### config.mk
export PLATFORM = sky130hd
export DESIGN_NAME = eee_lpi_ctrl
export DESIGN_NICKNAME = d
export VERILOG_FILES = /design/src/rtl/eee_lpi_pkg.sv /design/src/rtl/eee_lpi_rst_sync.sv /design/src/rtl/eee_lpi_tick_cnt.sv /design/src/rtl/eee_lpi_fsm.sv /design/src/rtl/eee_lpi_sticky.sv /design/src/rtl/eee_lpi_ctrl.sv
export SDC_FILE = /design/constraint.sdc
export NUM_CORES = 1
export LEC_CHECK = 0
export ABC_CLOCK_PERIOD_IN_PS = 1200
export BUFFER_PORTS_ARGS = -buffer_cell sky130_fd_sc_hd__buf_4
export CORE_MARGIN = 3
export CORE_UTILIZATION = 25
export CTS_CLUSTER_SIZE = 8
export DETAILED_ROUTE_END_ITERATION = 8
export GPL_ROUTABILITY_DRIVEN = 0
export GPL_TIMING_DRIVEN = 0
export PLACE_DENSITY = 0.48
export SLEW_MARGIN = 40
export SYNTH_ARGS = -nofsm -noshare
export SYNTH_HDL_FRONTEND = slang
export SYNTH_SLANG_ARGS = --single-unit
### constraint.sdc
create_clock -name clk -period 1.2 [get_ports clk]
set_input_delay 0.18 -clock clk [delete_from_list [all_inputs] [get_ports clk]]
set_output_delay 0.18 -clock clk [all_outputs]
set_load 0.01 [all_outputs]
### src/rtl/eee_lpi_pkg.sv
package eee_lpi_pkg;
  typedef enum logic [1:0] {
    ST_IDLE  = 2'd0,
    ST_ARMED = 2'd1,
    ST_SLEEP = 2'd2,
    ST_WAKE  = 2'd3
  } lpi_state_e;
endpackage

### src/rtl/eee_lpi_rst_sync.sv
module eee_lpi_rst_sync #(
  parameter int STAGES = 2
) (
  input  logic clk,
  input  logic rst_n,
  output logic rst_sn
);
  logic [STAGES-1:0] pipe;

  always_ff @(posedge clk or negedge rst_n) begin
    if (!rst_n) pipe <= '0;
    else        pipe <= {pipe[STAGES-2:0], 1'b1};
  end

  assign rst_sn = pipe[STAGES-1];
endmodule

### src/rtl/eee_lpi_tick_cnt.sv
module eee_lpi_tick_cnt #(
  parameter int W = 10
) (
  input  logic         clk,
  input  logic         rst_n,
  input  logic         clr,
  input  logic         tick,
  output logic [W-1:0] cnt
);
  localparam logic [W-1:0] MAXV = '1;
  logic         cnt_en;
  logic [W-1:0] cnt_nxt;

  always_comb begin
    cnt_en  = clr | (tick & (cnt != MAXV));
    cnt_nxt = clr ? '0 : cnt + 1'b1;
  end

  always_ff @(posedge clk or negedge rst_n) begin
    if (!rst_n)      cnt <= '0;
    else if (cnt_en) cnt <= cnt_nxt;
  end
endmodule

### src/rtl/eee_lpi_fsm.sv
module eee_lpi_fsm
  import eee_lpi_pkg::*;
(
  input  logic       clk,
  input  logic       rst_n,
  input  logic       arm,
  input  logic       link_up,
  input  logic       link_ok,
  input  logic       tx_idle,
  input  logic       wake_done,
  input  logic       gate_en,
  output lpi_state_e state_o,
  output logic       lpi_req,
  output logic       tx_stall,
  output logic       clk_gate_en,
  output logic       enter_evt,
  output logic       exit_evt
);
  lpi_state_e st, st_nxt;
  logic       wake_cond;

  always_comb begin
    wake_cond = ~arm | ~link_up | ~tx_idle;
    st_nxt    = st;
    enter_evt = 1'b0;
    exit_evt  = 1'b0;
    case (st)
      ST_IDLE:  if (arm && link_up) st_nxt = ST_ARMED;
      ST_ARMED: begin
        if (!(arm && link_up)) st_nxt = ST_IDLE;
        else if (link_ok && tx_idle) begin
          st_nxt    = ST_SLEEP;
          enter_evt = 1'b1;
        end
      end
      ST_SLEEP: if (wake_cond) begin
        st_nxt   = ST_WAKE;
        exit_evt = 1'b1;
      end
      ST_WAKE:  if (wake_done) st_nxt = ST_IDLE;
      default:  st_nxt = ST_IDLE;
    endcase
  end

  always_ff @(posedge clk or negedge rst_n) begin
    if (!rst_n) st <= ST_IDLE;
    else        st <= st_nxt;
  end

  assign state_o     = st;
  assign lpi_req     = (st == ST_SLEEP);
  assign tx_stall    = (st == ST_SLEEP) || (st == ST_WAKE);
  assign clk_gate_en = (st == ST_SLEEP) && gate_en && !wake_cond;
endmodule

### src/rtl/eee_lpi_sticky.sv
module eee_lpi_sticky #(
  parameter int N = 2
) (
  input  logic         clk,
  input  logic         rst_n,
  input  logic [N-1:0] set_i,
  input  logic         rd_i,
  output logic [N-1:0] flag_o
);
  for (genvar g = 0; g < N; g++) begin : g_flag
    always_ff @(posedge clk or negedge rst_n) begin
      if (!rst_n) flag_o[g] <= 1'b0;
      else        flag_o[g] <= set_i[g] | (flag_o[g] & ~rd_i);
    end
  end
endmodule

### src/rtl/eee_lpi_ctrl.sv
module eee_lpi_ctrl
  import eee_lpi_pkg::*;
#(
  parameter int WAKE_W   = 16,
  parameter int LINK_W   = 10,
  parameter int LINK_LSB = 16,
  localparam int TIMER_W = LINK_LSB + LINK_W
) (
  input  logic               clk,
  input  logic               rst_n,
  input  logic               cfg_lpi_en,
  input  logic               cfg_auto_en,
  input  logic               cfg_link_up,
  input  logic               cfg_gate_en,
  input  logic [TIMER_W-1:0] cfg_timer,
  input  logic               tx_idle,
  input  logic               us_tick,
  input  logic               ms_tick,
  input  logic               stat_rd,
  output logic               lpi_req,
  output logic               tx_stall,
  output logic               clk_gate_en,
  output logic               stat_entry,
  output logic               stat_exit
);
  localparam int LINK_MSB = LINK_LSB + LINK_W - 1;

  logic              rst_sn;
  logic [LINK_W-1:0] link_cnt;
  logic [WAKE_W-1:0] wake_cnt;
  logic              link_ok, wake_done, enter_evt, exit_evt;
  lpi_state_e        state;
  logic [1:0]        flags;

  eee_lpi_rst_sync #(.STAGES(2)) u_rst (
    .clk(clk), .rst_n(rst_n), .rst_sn(rst_sn)
  );

  eee_lpi_tick_cnt #(.W(LINK_W)) u_link_cnt (
    .clk(clk), .rst_n(rst_sn), .clr(!cfg_link_up), .tick(ms_tick), .cnt(link_cnt)
  );

  eee_lpi_tick_cnt #(.W(WAKE_W)) u_wake_cnt (
    .clk(clk), .rst_n(rst_sn), .clr(state != ST_WAKE), .tick(us_tick), .cnt(wake_cnt)
  );

  assign link_ok   = link_cnt >= cfg_timer[LINK_MSB:LINK_LSB];
  assign wake_done = wake_cnt >= cfg_timer[WAKE_W-1:0];

  eee_lpi_fsm u_fsm (
    .clk(clk), .rst_n(rst_sn),
    .arm(cfg_lpi_en & cfg_auto_en), .link_up(cfg_link_up), .link_ok(link_ok),
    .tx_idle(tx_idle), .wake_done(wake_done), .gate_en(cfg_gate_en),
    .state_o(state), .lpi_req(lpi_req), .tx_stall(tx_stall),
    .clk_gate_en(clk_gate_en), .enter_evt(enter_evt), .exit_evt(exit_evt)
  );

  eee_lpi_sticky #(.N(2)) u_flags (
    .clk(clk), .rst_n(rst_sn), .set_i({exit_evt, enter_evt}), .rd_i(stat_rd),
    .flag_o(flags)
  );

  assign stat_entry = flags[0];
  assign stat_exit  = flags[1];
endmodule

==> results.sh <==
export IMPL_p_sw_mw=0.709
export IMPL_syn_to_final_growth_pct=54.7
export IMPL_crit_required_ns=1.40
export IMPL_vias_per_cell=4.58
export IMPL_antenna_found_initial=0
export IMPL_numClockSinks=32
export IMPL_cp_depth=6
export IMPL_start_kind="flop"
export IMPL_crit_slowest_cell="dfrtp_2"
export IMPL_max_clock_freq_mhz=573
export IMPL_grt_use_total=0.113
export IMPL_pre_cts_slack_ns=-0.704
export IMPL_cpPeakStageDelay_ns=0.44
export IMPL_status="finished with violations"
export IMPL_dpl_hpwl_mm=3.89
export IMPL_synth_top_cell_by_area="dfrtp_1"
export IMPL_end_kind="flop"
export IMPL_leakage_nw=1.69
export IMPL_setup_tns_ns=-9.48
export IMPL_synth_edf_count=0
export IMPL_drv_cap=0
export IMPL_wl_per_cell_um=12.5
export IMPL_multi_input_area_mm2=0.00159
export IMPL_fin_crit_ns=1.75
export IMPL_finalHoldViolations=0
export IMPL_r2r_slack_ns=-0.55
export IMPL_startpoint="u_wake_cnt.cnt[2]$_DFFE_PN0P_"
export IMPL_tightest_slew_ns=0.725
export IMPL_synthArstFlopShare=1.00
export IMPL_synth_area_mm2=0.00225
export IMPL_synthDistinctLibCells=46
export IMPL_cpLargestDelayFamily="compound AO/OA/AOI/OAI gates"
export IMPL_die_area_mm2=0.0102
export IMPL_crit_chain="ha_4, a211o_1, a31oi_2, o21ai_2, a211o_1, a22oi_1"
export IMPL_firstDrtPassIters=4
export IMPL_port_buffers=40
export IMPL_row_count=34
export IMPL_p_clk_frac=0.335
export IMPL_holdPathStages=2
export IMPL_reg2reg_from="u_wake_cnt.cnt[2]$_DFFE_PN0P_"
export IMPL_ys_flop_type="dfrtp_1"
export IMPL_synth_area_top_cells="dfrtp_1 (36%), ha_1 (16%), inv_1 (5.3%), xor2_1 (4.3%), nor2_1 (3.7%)"
export IMPL_ir_worst_vdd_mv=0.276
export IMPL_clock_skew_ns=0.00820
export IMPL_combPwrFrac=0.209
export IMPL_setup_viol=31
export IMPL_layout_common_cells="buf_4 (66), inv_1 (31), ha_1 (22), dfrtp_1 (22), nor2_1 (21)"
export IMPL_grt_first_pass_wirelength_mm=9.29
export IMPL_clk_pin_slew_ns=0.06
export IMPL_stdcell_area_mm2=0.00349
export IMPL_post_route_period_util=1.45
export IMPL_min_from="stat_rd"
export IMPL_seq_area_frac_synth=0.355
export IMPL_grt_pass1_vias=2014
export IMPL_fin_hold_ws_ns=0.101
export IMPL_final_common_cell="buf_4"
export IMPL_yosys_warnings=0
export IMPL_clk_latency_ns=0.28
export IMPL_grt_start_max_net_pins=31
export IMPL_cts_tree="built"
export IMPL_num_vias=2057
export IMPL_power_switching_share=0.271
export IMPL_slew_violations=0
export IMPL_diodes=0
export IMPL_drtAntennaViolNets=0
export IMPL_seq_power_share=0.456
export IMPL_io_pins=41
export IMPL_layout_drive_gt1_share=0.428
export IMPL_synth_top_cell_area_share=0.355
export IMPL_drc=0
export IMPL_cts_buffers=5
export IMPL_clock_root_buffer="clkbuf_8"
export IMPL_die_x_um=101
export IMPL_floorplan_initialDensity=0.259
export IMPL_seq_area_um2=813
export IMPL_synth_nets=313
export IMPL_min_path_type="in -> reg"
export IMPL_path_buf_inv=0
export IMPL_core_area_mm2=0.00872
export IMPL_crit_top_cell="a211o_1"
export IMPL_fp_dieH_um=101
export IMPL_crit_type="reg -> reg"
export IMPL_critPathArrivalTime_ns=1.94
export IMPL_nets=404
export IMPL_dpl_instance_area_mm2=0.00279
export IMPL_failed_checks="setup timing"
export IMPL_drtIter0Drc=31
export IMPL_hold_path_end="u_flags.flag_o[0]$_DFF_PN0_"
export IMPL_cts_max_level=2
export IMPL_utilization=0.400
export IMPL_cts_path_max_buffers=2
export IMPL_worstPathMaxFanout=2
export IMPL_synthCells=249
export IMPL_worst_r2r_path_depth=6
export IMPL_power_density_mw_per_mm2=750
export IMPL_p_int_mw=1.91
export IMPL_rsz0062_at_grt="true"
export IMPL_worst_slack_ns=-0.545
export IMPL_drt_wl_total_mm=5.62
export IMPL_nFillCells=894
export IMPL_gr_total_overflow=0
export IMPL_relSlewSlack=0.517
export IMPL_synth_seq_cells=32
export IMPL_syn_avg_cell_area_um2=9.05
-- timing repair --
item,in CTS,in global routing
resized for setup,45,22
endpoints found under the hold margin,2,0
setup endpoints to repair,31,32
pin swaps,27,31
setup buffers,28,22
hold buffers,1,0
-- cell families after synthesis --
group | synth area share
flip-flops | 0.355
XOR/XNOR | 0.0699
adder cells (fa/ha/maj) | 0.155
AO/OA/AOI/OAI | 0.132
buffers and inverters | 0.0649
other | 0.00166
AND/OR/NAND/NOR | 0.212
multiplexers | 0.00888
-- metrics by stage --
stage / power, mW / instances
floorplan: 1.40 / 249
global placement: 1.60 / 397
detailed placement: 1.61 / 397
CTS: 2.57 / 432
global route: 2.80 / 449
finish: 2.62 / 449
-- cell usage after synthesis, types with 3 or more instances --
library cell,number
xor2_1,11
and3_1,8
xnor2_1,7
nand2b_1,3
nor3_1,4
inv_1,32
a21oi_1,13
o21ai_0,7
and4_1,3
dfrtp_1,32
and2_1,3
nand4_1,9
nor2_1,22
nand3_1,11
nand2_1,14
a211o_1,3
a31oi_1,4
a21o_1,3
ha_1,28
-- worst register-to-register path, delay by kind of cell, from the launching register on --
kind                     cells  cell delay [ns]
flip-flops                   1             0.44
adder cells (fa/ha/maj)      1             0.25
AO/OA/AOI/OAI                5             0.97
-- metal layers --
layer  global-route usage  up-vias  wire, um
li1                     -     1056         -
met1                0.150      957      2690
met2                0.184       37      2590
met3               0.0277        7       278
met4               0.0307        0        61
met5                    0        -         0
-- area by class of cell --
cell class / count / share of cell area
Multi-Input combinational cell: 181 / 0.456
Sequential cell: 32 / 0.233
Timing Repair Buffer: 86 / 0.209
Tap cell: 108 / 0.0388
Inverter: 32 / 0.0352
Clock buffer: 8 / 0.0258
Buffer: 2 / 0.00215
-- state kept, by name (all words and copies together) (netlist names), named ones only --
name,cells
u_wake_cnt.cnt,16
u_fsm.state_o,1
u_flags.flag_o,2
u_rst.pipe,2
u_link_cnt.cnt,10
-- worst max-delay path by stage --
stage	to	slack [ns]
2_1_floorplan	flop	-0.44
3_3_place_gp	flop	-0.71
3_5_place_dp	flop	-0.70
4_1_cts	flop	-0.59
5_1_grt	flop	-0.62
6_report	flop	-0.55
-- power groups by stage --
stage                     Combinational [mW]  Clock, mW  Sequential [mW]
after detailed placement               0.395          0             1.22
final                                  0.546      0.878             1.19
after CTS                              0.464      0.921             1.19
after global routing                   0.611      0.981             1.20
after global placement                 0.391          0             1.21
after floorplan                        0.191          0             1.20
(Power assumes the default switching activity.)
